==> src/rtl/cfg_phase_seq.sv <==
module cfg_phase_seq #(
  parameter int POR_SHORT_CYC = 20,
  parameter int POR_LONG_CYC  = 60,
  parameter int DIV_NORMAL    = 4,
  parameter int DIV_FAST      = 2,
  parameter int DONE_TIMEOUT  = 30
) (
  input  logic       clk,
  input  logic       rst_n,
  input  logic       pwr_good,
  input  logic       por_short_sel,
  input  logic       req_line_in,
  input  logic       done_line_in,
  input  logic       fast_sel,
  input  logic       xfer_done,
  output logic       req_pull_low,
  output logic       status_pull_low,
  output logic       done_pull_low,
  output logic       cclk_tick,
  output logic [2:0] phase
);
  localparam int MAX_A = (POR_SHORT_CYC > POR_LONG_CYC) ? POR_SHORT_CYC : POR_LONG_CYC;
  localparam int MAX_C = (MAX_A > DONE_TIMEOUT) ? MAX_A : DONE_TIMEOUT;
  localparam int CW    = $clog2(MAX_C + 1);
  localparam int MAX_D = (DIV_NORMAL > DIV_FAST) ? DIV_NORMAL : DIV_FAST;
  localparam int DW    = $clog2(MAX_D + 1);

  typedef enum logic [2:0] {
    S_POR = 3'd0, S_REQ = 3'd1, S_CFG = 3'd2,
    S_DONE = 3'd3, S_INIT = 3'd4, S_ERR = 3'd5
  } st_t;

  st_t st;
  logic [CW-1:0] cnt;
  logic [DW-1:0] dcnt;
  logic sel_q, fast_q;

  wire [CW-1:0] por_lim = sel_q  ? CW'(POR_SHORT_CYC - 1) : CW'(POR_LONG_CYC - 1);
  wire [CW-1:0] to_lim  = CW'(DONE_TIMEOUT - 1);
  wire [DW-1:0] div_lim = fast_q ? DW'(DIV_FAST - 1) : DW'(DIV_NORMAL - 1);

  always_ff @(posedge clk or negedge rst_n) begin
    if (!rst_n) begin
      st     <= S_POR;
      cnt    <= '0;
      dcnt   <= '0;
      sel_q  <= 1'b0;
      fast_q <= 1'b0;
    end else if (!pwr_good) begin
      st   <= S_POR;
      cnt  <= '0;
      dcnt <= '0;
    end else begin
      case (st)
        S_POR: begin
          if (cnt == '0) sel_q <= por_short_sel;
          if (cnt != '0 && cnt == por_lim) begin
            st  <= S_REQ;
            cnt <= '0;
          end else begin
            cnt <= cnt + 1'b1;
          end
        end
        S_REQ: begin
          if (req_line_in) begin
            st     <= S_CFG;
            fast_q <= fast_sel;
            dcnt   <= '0;
          end
        end
        S_CFG: begin
          dcnt <= (dcnt == div_lim) ? '0 : dcnt + 1'b1;
          if (xfer_done) begin
            st  <= S_DONE;
            cnt <= '0;
          end
        end
        S_DONE: begin
          if (done_line_in)       st  <= S_INIT;
          else if (cnt == to_lim) st  <= S_ERR;
          else                    cnt <= cnt + 1'b1;
        end
        default: ;
      endcase
    end
  end

  assign phase           = st;
  assign req_pull_low    = (st == S_POR);
  assign status_pull_low = (st == S_POR) || (st == S_ERR);
  assign done_pull_low   = (st == S_POR) || (st == S_REQ) || (st == S_CFG);
  assign cclk_tick       = (st == S_CFG) && (dcnt == div_lim);
endmodule

==> config.mk <==
export PLATFORM = sky130hd
export DESIGN_NAME = cfg_phase_seq
export DESIGN_NICKNAME = d
export VERILOG_FILES = /design/src/rtl/cfg_phase_seq.sv
export SDC_FILE = /design/constraint.sdc
export NUM_CORES = 1
export LEC_CHECK = 0
export BUFFER_PORTS_ARGS = -buffer_cell sky130_fd_sc_hd__buf_2
export CAP_MARGIN = 20
export CORE_MARGIN = 2
export CORE_UTILIZATION = 55
export DETAILED_ROUTE_END_ITERATION = 7
export GPL_TIMING_DRIVEN = 1
export PLACE_DENSITY = 0.78
export SYNTH_ARGS = -nofsm -noshare
export SYNTH_HDL_FRONTEND = slang
export SYNTH_SLANG_ARGS = --single-unit
==> constraint.sdc <==
create_clock -name clk -period 4.3 [get_ports clk]
set_input_delay 0 -clock clk [delete_from_list [all_inputs] [get_ports clk]]
set_output_delay 0 -clock clk [all_outputs]
set_load 0.02 [all_outputs]
# After elaboration in Yosys (flattened, before gate mapping)
# Cells that the tools add are included.
# op_classes
add_sub_neg,2
n_eq_ne,16
muxes,19
reduce_logical,13
# ops
op,n
$mux W6,6
$mux W3,9
$pmux W6 S3,1
$ne A3 B3 Y1 const B,4
$pmux W3 S4,1
$add A6 B1 Y6 const B,1
$eq A3 B2 Y1 const B,2
$eq A6 B5 Y1 const B,1
$eq A6 B6 Y1,1
$logic_not A6 Y1,1
$pmux W3 S2,1
$reduce_and A3 Y1,2
$reduce_bool A6 Y1,1
$ne A5 B1 Y1 const B,1
$reduce_and A5 Y1,1
$ne A4 B1 Y1 const B,1
$ne A4 B4 Y1 const B,1
$reduce_and A4 Y1,1
$add A3 B1 Y3 const B,1
$eq A3 B1 Y1 const B,1
$eq A3 B2 Y1,1
$eq A3 B3 Y1 const B,1
$logic_not A3 Y1,1
$logic_or A1 B1 Y1,3
5 further kinds,6
# totals
word_cells,55
regBits,14
inputBits,8
output_inout_bits,7

# Depth between registers and ports, before layout
# logic_depth
depth_word,6
mapped_depth,6
depth_no_buf,6

# Worst setup path after synthesis
# OpenSTA, ideal clock, no wires.
# synth_timing
kind,reg-to-reg
from,"register st[2], in the netlist phase[2]"
to,register sel_q
setup_time_ns,0.125
path_stages_with_launch,7
setup_slack_ns,2.525
n_path_buf,1
t_arrival_ns,1.650
path_cell_list,dfrtp_1 buf_4 nor2_1 inv_1 nor2_1 nand4b_1 mux2_2
# synth_between
elab_chain_len,2
# synth_rtl
element,line,rtl
from (decl),33,st_t st;
from (signal assigned),44,st <= S_POR;
from (signal assigned),50,st <= S_POR;
from (signal assigned),58,st <= S_REQ;
$logic_not A3 Y1,--,
named net req_pull_low,16,"output logic req_pull_low,"
$reduce_and A3 Y1 (no source line),--,
to (signal assigned),56,if (cnt == '0) sel_q <= por_short_sel;
to (decl),36,"logic sel_q, fast_q;"
# The timed path passes the listed nets, and every way through them passes these cells.
# A chain may end at the register's enable or synchronous reset.

# Worst setup path after layout
# layout_timing
from,"register st[0], in the netlist phase[0]"
to,register cnt[0]
# layout_between
elab_chain_len,3
word_cells_on_any_way,10
# layout_rtl
element,line,rtl
$eq A3 B2 Y1 / $logic_not A3 Y1 (equally long branches),54,case (st)
$ne A4 B1 Y1 (no source line) (tied with other cells),--,
$reduce_and A4 Y1 (no source line) / $mux W6 (equally long branches),--,
to (signal assigned),61,cnt <= cnt + 1'b1;
to (signal assigned),81,else cnt <= cnt + 1'b1;
to (decl),34,logic [CW-1:0] cnt;
# Parallel ways exist; a longest one is shown, timed or not.

==> impl_results.md <==
- Gpl congestion: 0.831
- Total power: 0.271 mW
- Synth cell types: 38
- Die Wd: 45.9 um
- Vias after detailed routing: 918
- Syn Inst Count: 111
- Top cells by area, synth: dfrtp_1 (36%), ha_1 (5.2%), nand3_1 (5.2%)
- Ys async rst share: 100%
- Post-DR wirelength/cell: 14.8 um
- Worst slew pin tran: 0.451 ns
- Gr ovfl total: 0
- Yosys top cell by area: dfrtp_1
- Row count: 15
- Slowest cell on crit path: dfrtp_1
- Starting density of the core: 57.0%
- PortBufs: 14
- 1st-iter DRT viols: 22
- Worst Setup Start Kind: flop
- Clock latency on the worst-skew pair: 0.29 ns
- Initial antenna violation count: 0
- Post-CTS Setup Bufs: 0
- ANT cells: 0
- EDFF count, synth: 0
- DP Area: 1030 sq um
- GRT Max-Usage Layer: met2
- CTS tree: built
- Clock Tree Buf Depth: 2
- Final Instance Area: 1100 sq um
- Global-route usage over all layers: 24.3%
- Synth top area share: 36.4%
- Unrepaired setup endpoints after global routing: false
- Cts bufs inserted: 3
- DIE AREA: 2100 sq um
- CP max FO: 15
- Fmax: 539 MHz
- Max VDD drop: 0.221 mV
- Sink Count: 14
- Post-CTS sizing: 0
- Post-Syn Nets: 123
- IO Pins: 15
- Average cell area after synthesis: 8.68 sq um
- HPWL after DPL: 1580 um
- Ys Warns: 0
- Chip height: 45.9 um
- Sequential fraction of the synthesis area: 36.4%
- H-Tree Depth: 1
- Clock Tree Root: clkbuf_4
- Req. time, crit path: 4.51 ns
- Post-layout min period: 1.86 ns
- Final TNS setup: 0 ns
- Crit end category: flop
- Final Max Slew Viols: 0
- Final worst-path cycle share: 43.2%
- Core region area: 1690 sq um
- Met2 Use GR: 39.4%
- Leak: 0.496 nW
- Met3 GRT Util: 2.38%
- PD cells: 248 nW/um^2
- Fin nets: 140
- Drt first pass iters: 5
- Layout Skew: 0.00265 ns
- Vias in the first global route: 847
- Residual DRC: 0
- Relative slew slack: 70.0%
- Critical path, cell by cell: nor2_1 -> and2_1 -> a41oi_2 -> nand2_1 -> o22ai_1
- Via density: 6.38
- Worst Setup Path Type: flop to flop
- Prevailing post-synth register cell: dfrtp_1
- Final Hold Viols: 0
- Met1 usage: 32.0%
- Crit path DAT: 2.07 ns
- Largest net degree at the start of global routing: 16
- First-pass GRT wire length: 3640 um
- Total of max-cap violations: 0
- Layout cell share with drive strength beyond 1: 19.7%
- Worst path bufs/invs: 0
- P&R area growth vs syn: 13.8%
- Crit path max-delay family: flip-flops
- WHS: 0.0306 ns
- #FFs+latches synth: 14
- Routed Antenna Nets: 0
- Total wire length: 2140 um
- Mapped Area: 963 sq um
- Final setup viols: 0
- Worst hold path class: input pin to flop
- Slowest Stage Delay on Critical Path: 0.63 ns
- Reg clk slew, reported paths: 0.09 ns
- Outcome: completed
-- cells in the mapped netlist (all sizes together), types with 2 or more instances --
library cell  number
clkbuf             3
nor3b              4
nand3             10
buf                2
ha                 4
o21ai              5
nand2b             3
o22ai              3
o21a               2
nand3b             2
nor3               2
nor2b              4
mux2               2
a21o               2
nand2             12
nor2               9
a31oi              2
dfrtp             14
a21oi              8
inv                6
-- cell usage in the layout, fill, tap and decap left out, types with 2 or more instances in the layout --
| master | n |
|---|---|
| a21oi_1 | 7 |
| a31oi_1 | 2 |
| buf_2 | 14 |
| clkbuf_4 | 3 |
| dfrtp_1 | 14 |
| dlygate4sd3_1 | 3 |
| ha_1 | 4 |
| inv_1 | 6 |
| mux2_2 | 2 |
| nand2_1 | 12 |
| nand2b_1 | 3 |
| nand3_1 | 10 |
| nand3b_1 | 2 |
| nor2_1 | 9 |
| nor2b_1 | 4 |
| nor3_1 | 2 |
| nor3b_1 | 3 |
| o21a_1 | 2 |
| o21ai_0 | 4 |
| o22ai_1 | 3 |
-- per-stage QoR --
step                worst slack, ns  cells  util, %
finish                         2.44    144     64.9
global placement               2.58    137     61.0
CTS                            2.44    144     64.9
floorplan                      2.53    111        -
detailed placement             2.50    137     61.0
global route                   2.33    144     64.9
-- metal layers --
layer,part of all wire [%],vias up
met1,44,451
met2,48,33
met4,2.2,0
met5,0,-
li1,-,429
met3,5.6,5
-- final cells by class --
class,count,area (sq um)
clock buffers,4,36.3
well taps,17,21.3
flip-flops and latches,14,350
fillers,165,593
multi-input cells,86,566
inverters,6,22.5
repair buffers,17,100
-- registers in the layout, summed over array words and instances, names as in the netlist --
name    cells
cnt         6
dcnt        3
fast_q      1
phase       3
sel_q       1
-- kinds of logic after synthesis --
| logic type | after synthesis | share of synthesized area (%) |
|---|---|---|
| and+or+nand+nor | 51 | 28.6 |
| AOI/OAI and AO/OA | 28 | 21.7 |
| DFF | 14 | 36.4 |
| buffers and inverters | 11 | 4.93 |
| adders and majority gates | 4 | 5.20 |
| muxes | 2 | 2.34 |
| xor gates and xnor gates | 1 | 0.909 |
-- power breakdown --
group / leakage [nW] / internal [mW] / total, mW / switching [mW]
registers: 0.191 / 0.137 / 0.142 / 0.00557
clock network: 0.0210 / 0.0516 / 0.0982 / 0.0466
logic: 0.284 / 0.0143 / 0.0306 / 0.0164
-- path summary, 6_finish.rpt --
check / from / depth (start not counted) / end / slack, ns
worst max register to register: phase[0]$_DFFE_PN0P_ / 5 / cnt[0]$_DFFE_PN0P_ / 2.44
min in group asynchronous: rst_n / 2 / phase[2]$_DFFE_PN0P_ / 0.13
worst max-delay path: phase[0]$_DFFE_PN0P_ / 5 / cnt[0]$_DFFE_PN0P_ / 2.44
max in group asynchronous: rst_n / 2 / cnt[5]$_DFFE_PN0P_ / 3.93
worst min register to register: dcnt[2]$_DFFE_PN0P_ / 1 / dcnt[2]$_DFFE_PN0P_ / 0.52
worst min-delay path: pwr_good / 2 / phase[2]$_DFFE_PN0P_ / 0.03
-- what timing repair did --
item                                    CTS  global route
hold buffers                              3             0
endpoints found under the setup margin    0             0
endpoints found under the hold margin    16             0
Note: power is estimated with default switching activity, not from simulation.
